`src/rtl/lrsc_pkg.sv`:
```
package lrsc_pkg;

  localparam int CHUNK_BYTES = 8;

  typedef enum logic [1:0] {
    SC_PASS       = 2'd0,
    SC_NO_RSV     = 2'd1,
    SC_OUT_OF_SET = 2'd2,
    SC_SNOOPED    = 2'd3
  } sc_code_e;

  // bytes of an 8-byte chunk covered by a naturally aligned word/doubleword
  function automatic logic [CHUNK_BYTES-1:0] lr_byte_mask(input logic dword,
                                                          input logic upper);
    if (dword)      return 8'hFF;
    else if (upper) return 8'hF0;
    else            return 8'h0F;
  endfunction

  // last-byte offset of an access
  function automatic logic [2:0] access_span(input logic dword);
    return dword ? 3'd7 : 3'd3;
  endfunction

endpackage

```
`src/rtl/lrsc_rsv_reg.sv`:
```
module lrsc_rsv_reg
  import lrsc_pkg::*;
#(
  parameter int ADDR_W = 32
) (
  input  logic                   clk,
  input  logic                   rst_n,
  input  logic                   lr_valid,
  input  logic [ADDR_W-1:0]      lr_addr,
  input  logic                   lr_dword,
  input  logic                   clear,
  output logic                   rsv_valid,
  output logic [ADDR_W-1:0]      rsv_base,
  output logic [CHUNK_BYTES-1:0] rsv_mask
);

  localparam logic [ADDR_W-1:0] CHUNK_LOW = ADDR_W'(CHUNK_BYTES - 1);

  logic [ADDR_W-1:0]      lr_base;
  logic [CHUNK_BYTES-1:0] lr_mask;
  logic                   lr_upper;

  assign lr_base  = lr_addr & ~CHUNK_LOW;
  assign lr_upper = lr_addr[2];
  assign lr_mask  = lr_byte_mask(lr_dword, lr_upper);

  always_ff @(posedge clk or negedge rst_n) begin
    if (!rst_n) begin
      rsv_valid <= 1'b0;
      rsv_base  <= '0;
      rsv_mask  <= '0;
    end else if (lr_valid) begin
      rsv_valid <= 1'b1;
      rsv_base  <= lr_base;
      rsv_mask  <= lr_mask;
    end else if (clear) begin
      rsv_valid <= 1'b0;
    end
  end

  AST_LR_INSTALLS: assert property (@(posedge clk) disable iff (!rst_n)
    lr_valid |=> rsv_valid);
  AST_MASK_LEGAL: assert property (@(posedge clk) disable iff (!rst_n)
    rsv_valid |-> (rsv_mask == 8'h0F || rsv_mask == 8'hF0 || rsv_mask == 8'hFF));
  AST_CLEAR_DROPS: assert property (@(posedge clk) disable iff (!rst_n)
    (clear && !lr_valid) |=> !rsv_valid);

endmodule

```
`src/rtl/lrsc_snoop.sv`:
```
module lrsc_snoop
  import lrsc_pkg::*;
#(
  parameter int ADDR_W   = 32,
  parameter int GRAN_LG2 = 6
) (
  input  logic                   rsv_valid,
  input  logic [ADDR_W-1:0]      rsv_base,
  input  logic [CHUNK_BYTES-1:0] rsv_mask,
  input  logic                   hs_valid,
  input  logic [ADDR_W-1:0]      hs_addr,
  input  logic                   dw_valid,
  input  logic [ADDR_W-1:0]      dw_addr,
  input  logic [CHUNK_BYTES-1:0] dw_be,
  output logic                   hart_kill,
  output logic                   dev_kill,
  output logic                   kill
);

  localparam int CHUNK_LG2 = $clog2(CHUNK_BYTES);

  logic                   hs_in_set;
  logic                   dw_in_chunk;
  logic [CHUNK_BYTES-1:0] byte_hit;

  assign hs_in_set   = (hs_addr >> GRAN_LG2) == (rsv_base >> GRAN_LG2);
  assign dw_in_chunk = (dw_addr >> CHUNK_LG2) == (rsv_base >> CHUNK_LG2);

  for (genvar b = 0; b < CHUNK_BYTES; b++) begin : g_byte
    assign byte_hit[b] = dw_be[b] & rsv_mask[b];
  end

  assign hart_kill = rsv_valid & hs_valid & hs_in_set;
  assign dev_kill  = rsv_valid & dw_valid & dw_in_chunk & (|byte_hit);
  assign kill      = hart_kill | dev_kill;

endmodule

```
`src/rtl/lrsc_sc_judge.sv`:
```
module lrsc_sc_judge
  import lrsc_pkg::*;
#(
  parameter int ADDR_W   = 32,
  parameter int GRAN_LG2 = 6,
  parameter int RSP_W    = 4
) (
  input  logic              clk,
  input  logic              rst_n,
  input  logic              sc_valid,
  input  logic [ADDR_W-1:0] sc_addr,
  input  logic              sc_dword,
  input  logic              rsv_valid,
  input  logic [ADDR_W-1:0] rsv_base,
  input  logic              kill,
  output logic              rsp_valid,
  output logic [RSP_W-1:0]  rsp_code
);

  logic [ADDR_W-1:0] sc_last;
  logic              first_in, last_in, sc_in_set;
  sc_code_e          verdict;

  assign sc_last   = sc_addr + ADDR_W'(access_span(sc_dword));
  assign first_in  = (sc_addr >> GRAN_LG2) == (rsv_base >> GRAN_LG2);
  assign last_in   = (sc_last >> GRAN_LG2) == (rsv_base >> GRAN_LG2);
  assign sc_in_set = first_in & last_in;

  always_comb begin
    if (!rsv_valid)      verdict = SC_NO_RSV;
    else if (kill)       verdict = SC_SNOOPED;
    else if (!sc_in_set) verdict = SC_OUT_OF_SET;
    else                 verdict = SC_PASS;
  end

  always_ff @(posedge clk or negedge rst_n) begin
    if (!rst_n) begin
      rsp_valid <= 1'b0;
      rsp_code  <= '0;
    end else begin
      rsp_valid <= sc_valid;
      rsp_code  <= sc_valid ? RSP_W'(verdict) : '0;
    end
  end

  AST_NO_RSV_FAILS: assert property (@(posedge clk) disable iff (!rst_n)
    (sc_valid && !rsv_valid) |=> (rsp_code == RSP_W'(1)));
  AST_SNOOP_WINS: assert property (@(posedge clk) disable iff (!rst_n)
    (sc_valid && rsv_valid && kill) |=> (rsp_code == RSP_W'(3)));
  AST_RSP_PULSE: assert property (@(posedge clk) disable iff (!rst_n)
    sc_valid |=> rsp_valid);
  AST_RSP_ONLY_AFTER_SC: assert property (@(posedge clk) disable iff (!rst_n)
    !sc_valid |=> !rsp_valid);

endmodule

```
`src/rtl/lrsc_monitor.sv`:
```
module lrsc_monitor
  import lrsc_pkg::*;
#(
  parameter int ADDR_W   = 32,
  parameter int GRAN_LG2 = 6,
  parameter int RSP_W    = 4
) (
  input  logic              clk,
  input  logic              rst_n,
  input  logic              lr_valid,
  input  logic [ADDR_W-1:0] lr_addr,
  input  logic              lr_dword,
  input  logic              sc_valid,
  input  logic [ADDR_W-1:0] sc_addr,
  input  logic              sc_dword,
  input  logic              hs_valid,
  input  logic [ADDR_W-1:0] hs_addr,
  input  logic              dw_valid,
  input  logic [ADDR_W-1:0] dw_addr,
  input  logic [7:0]        dw_be,
  output logic              rsp_valid,
  output logic [RSP_W-1:0]  rsp_code,
  output logic              rsv_valid,
  output logic [ADDR_W-1:0] rsv_base,
  output logic [7:0]        rsv_mask
);

  logic hart_kill, dev_kill, kill, rsv_clear;

  assign rsv_clear = sc_valid | kill;

  lrsc_rsv_reg #(.ADDR_W(ADDR_W)) u_rsv (
    .clk(clk), .rst_n(rst_n),
    .lr_valid(lr_valid), .lr_addr(lr_addr), .lr_dword(lr_dword),
    .clear(rsv_clear),
    .rsv_valid(rsv_valid), .rsv_base(rsv_base), .rsv_mask(rsv_mask)
  );

  lrsc_snoop #(.ADDR_W(ADDR_W), .GRAN_LG2(GRAN_LG2)) u_snoop (
    .rsv_valid(rsv_valid), .rsv_base(rsv_base), .rsv_mask(rsv_mask),
    .hs_valid(hs_valid), .hs_addr(hs_addr),
    .dw_valid(dw_valid), .dw_addr(dw_addr), .dw_be(dw_be),
    .hart_kill(hart_kill), .dev_kill(dev_kill), .kill(kill)
  );

  lrsc_sc_judge #(.ADDR_W(ADDR_W), .GRAN_LG2(GRAN_LG2), .RSP_W(RSP_W)) u_judge (
    .clk(clk), .rst_n(rst_n),
    .sc_valid(sc_valid), .sc_addr(sc_addr), .sc_dword(sc_dword),
    .rsv_valid(rsv_valid), .rsv_base(rsv_base), .kill(kill),
    .rsp_valid(rsp_valid), .rsp_code(rsp_code)
  );

  AST_HART_IN_SET_KILLS: assert property (@(posedge clk) disable iff (!rst_n)
    (hs_valid && rsv_valid && !lr_valid &&
     ((hs_addr >> GRAN_LG2) == (rsv_base >> GRAN_LG2))) |=> !rsv_valid);
  AST_DEV_OTHER_CHUNK_KEEPS: assert property (@(posedge clk) disable iff (!rst_n)
    (dw_valid && rsv_valid && !hs_valid && !sc_valid && !lr_valid &&
     ((dw_addr >> 3) != (rsv_base >> 3))) |=> rsv_valid);
  AST_DEV_KILL_NEEDS_OVERLAP: assert property (@(posedge clk) disable iff (!rst_n)
    dev_kill |-> ((dw_be & rsv_mask) != 8'h00));
  AST_LR_SURVIVES_SNOOP: assert property (@(posedge clk) disable iff (!rst_n)
    (lr_valid && (hart_kill || sc_valid)) |=> rsv_valid);

endmodule

```
`config.mk`:
```
export PLATFORM = sky130hd
export DESIGN_NAME = lrsc_monitor
export DESIGN_NICKNAME = d
export VERILOG_FILES = /design/src/rtl/lrsc_pkg.sv /design/src/rtl/lrsc_rsv_reg.sv /design/src/rtl/lrsc_snoop.sv /design/src/rtl/lrsc_sc_judge.sv /design/src/rtl/lrsc_monitor.sv
export SDC_FILE = /design/constraint.sdc
export NUM_CORES = 1
export LEC_CHECK = 0
export BUFFER_PORTS_ARGS = -buffer_cell sky130_fd_sc_hd__buf_2
export CAP_MARGIN = 20
export CORE_MARGIN = 5
export CORE_UTILIZATION = 35
export DETAILED_ROUTE_END_ITERATION = 12
export PLACE_DENSITY = 0.83
export RECOVER_POWER = 25
export SETUP_SLACK_MARGIN = 0.2
export SYNTH_ARGS = -nofsm -noshare
export SYNTH_HDL_FRONTEND = slang
export SYNTH_SLANG_ARGS = --single-unit
```
`constraint.sdc`:
```
create_clock -name clk -period 1.7 [get_ports clk]
set_input_delay 0.255 -clock clk [delete_from_list [all_inputs] [get_ports clk]]
set_output_delay 0.255 -clock clk [all_outputs]
set_load 0.02 [all_outputs]
```
==> flow_metrics.tcl <==
set metrics [dict create \
    netlist.area_leader.share_pct 37.96 \
    crit_path_start "u_rsv.rsv_base[6]$_DFFE_PN0P_" \
    worst_slack_ns -0.05361 \
    path_max_fanout 3 \
    p_total_w 0.002557 \
    setup_viol 1 \
    hold_viol 0 \
    arrival_ns 1.92 \
    skew_ns 0.004090 \
    overflow 0 \
    drt_wl_total_um 8376 \
    ys.flop_type "dfrtp_1" \
    synth_area_leaders "dfrtp_1 38%, xnor2_1 28%, mux2_2 14%" \
    grt_pass1_wl_um 13050 \
    final.period_utilization_pct 103.2 \
    dp_hpwl_um 7247 \
    fmax_mhz 570.3 \
    layout.cells.non_filler 488 \
    min_from "sc_valid" \
    rsz0062_at_grt "yes" \
    drive_gt1_share_pct 58.39 \
    coreArea_um2 6386 \
    syn-cell-area_um2 2307 \
    antenna_found_initial 1 \
    synth_area_leader_cell "dfrtp_1" \
    slowest_delay_ns 0.51 \
    timing.rr.start "u_rsv.rsv_base[6]$_DFFE_PN0P_" \
    area_growth_pct 52.49 \
    end_kind "flop" \
    final_max_slew_viol_count 0 \
    path_cells "xor2_1 > or4_1 > nor4_1 > a32oi_1 > a31o_1" \
    io_pins 190 \
    syn_area_per_cell_um2 10.88 \
    seq_area_frac_synth_pct 37.96 \
    synth_most_common_cell "xnor2_1" \
    drc_errors 0 \
    synth_edf_count 0 \
    postSynthCellCount 212 \
    root_buffer "clkbuf_8" \
    drt_first_pass_iters 4 \
    initial_core_util_pct 36.13 \
    grt_max_degree 36 \
    tritoncts "yes" \
    status "finished with violations" \
    clk_pin_slew_worst_paths_ns 0.07 \
    yosysWarnings 0 \
    violations "negative setup slack" \
    row_count 29 \
    yosys-top-cells-count "74 x xnor2_1, 35 x dfrtp_1, 28 x mux2_2" \
    dr.first_iter.drc_count 34 \
    finalNetCount 555 \
    viasPerCell 4.752 \
    fin_util_pct 55.09 \
    die_area_um2 8316 \
    drv_cap 0 \
    fp.dieW_um 91.19 \
    clk_latency_ns 0.28 \
    wire_per_inst_um 17.16 \
    gp_congestion 0.8513 \
    hp-class "input pin to flop" \
    vias 2319 \
    ir_drop_mv 0.4796 \
    cts_max_level 2 \
    n_antenna_cell 0 \
    startpoint_type "flop" \
    synth.distinct_cells 23 \
    clock_sinks 35 \
    track_usage_pct 19.91 \
    ys_seq_elements 35 \
    cp.required_ns 1.87 \
    leakage_nw 1.647 \
    cts.path.max_buffers 2 \
    min_period_ns 1.754 \
    crit_type "flop to flop" \
    io_buffers 173 \
    grt_pass1_vias 2630 \
    dp_cells 479 \
    cp_slowest_cell "or4_1" \
    ant_nets 0 \
    power_density_nw_per_um2 726.8 \
    numCtsBuffers 5 \
    async_flop_share_pct 100.0 \
    die_h_um 91.19 \
]
-- layer usage --
metal,wire length (µm),vias to the layer above,track usage (%)
li1,-,1114,-
met1,3154,1083,21.74
met5,20,-,0
met3,761,6,7.355
met2,4386,114,36.90
met4,53,2,3.667
-- where the power goes --
part           internal (W)  switching [W]
Clock              0.000288       0.000289
Sequential         0.000912      0.0000971
Combinational      0.000505       0.000466
Total               0.00171       0.000852
-- worst max-delay path, delay by kind of cell (launching register included) --
kind	cells	cell delay (ns)
flip-flops	1	0.41
XOR/XNOR	1	0.15
AND/OR/NAND/NOR	2	0.70
AO/OA/AOI/OAI	2	0.38
-- path summary, 6_finish.rpt --
kind                       slack [ns]  cells after the start                             end
setup / recovery                -0.05                      5     u_rsv.rsv_valid$_DFFE_PN0P_
hold / removal                   0.12                      1     u_judge.rsp_valid$_DFF_PN0_
setup reg to reg                -0.05                      5     u_rsv.rsv_valid$_DFFE_PN0P_
hold reg to reg                  0.57                      1   u_rsv.rsv_base[4]$_DFFE_PN0P_
max in group asynchronous        0.63                      3  u_rsv.rsv_base[18]$_DFFE_PN0P_
min in group asynchronous        0.44                      2  u_rsv.rsv_base[17]$_DFFE_PN0P_
-- through the flow --
stage / area, µm² / hold slack [ns] / TNS [ns] / setup WS [ns]
2_1_floorplan: 2325 / -0.04059 / -0.01075 / -0.01075
3_3_place_gp: 3412 / 0.2349 / -0.04163 / -0.04163
3_5_place_dp: 3412 / 0.2236 / -0.1114 / -0.08426
4_1_cts: 3517 / 0.1106 / -0.04129 / -0.04129
5_1_grt: 3518 / 0.1039 / -0.08939 / -0.08939
6_report: 3518 / 0.1231 / -0.05361 / -0.05361
-- cell type report --
cell class / count / area [µm²]
well taps: 77 / 96.34
inverters: 4 / 15.01
multi-input cells: 162 / 1348
flip-flops and latches: 35 / 879.6
fillers: 596 / 2868
clock inverters: 1 / 5.005
clock buffers: 7 / 76.32
repair buffers: 202 / 1099
-- layout by cell type, fill, tap and decap left out, drive strengths merged --
cell,netlist,layout
a21oi,3,3
a31o,1,1
a31oi,2,2
a32oi,1,1
buf,11,201
clkbuf,4,7
clkinv,0,1
conb,1,5
dfrtp,35,35
dlygate4sd3,0,1
ha,1,1
inv,4,4
mux2,28,28
nand2,4,4
nand3,3,3
nand4,17,17
nor2,3,3
nor3,2,2
nor4,5,5
o2111ai,1,1
o21ai,2,2
o41ai,2,2
or4,1,1
xnor2,74,74
xor2,7,7
-- registers in the layout, summed over array words and instances, names as in the netlist --
signal and count:
u_rsv.rsv_base 29, u_rsv.rsv_mask 2, u_rsv.rsv_valid 1, u_judge.rsp_valid 1, u_judge.rsp_code 2
-- cell families (layout without fill, tap and decap cells) --
group	Yosys count	after routing	share of synthesized area, %
compound gates	12	12	3.525
xor+xnor	81	81	30.75
fa+ha+maj	1	1	0.5422
buf+inv	19	214	4.880
flops	35	35	37.96
mux	28	28	13.67
other cells	1	5	0.1625
simple gates	35	35	8.514
-- repair_timing --
item / 4_1_cts / 5_1_grt
hold buffers: 1 / 0
setup buffers: 0 / 0
resized for setup: 2 / 1
pin swaps: 3 / 2
setup endpoints to repair: 3 / 3
endpoints found under the hold margin: 18 / 0
Power figures use the tool's default switching activity.
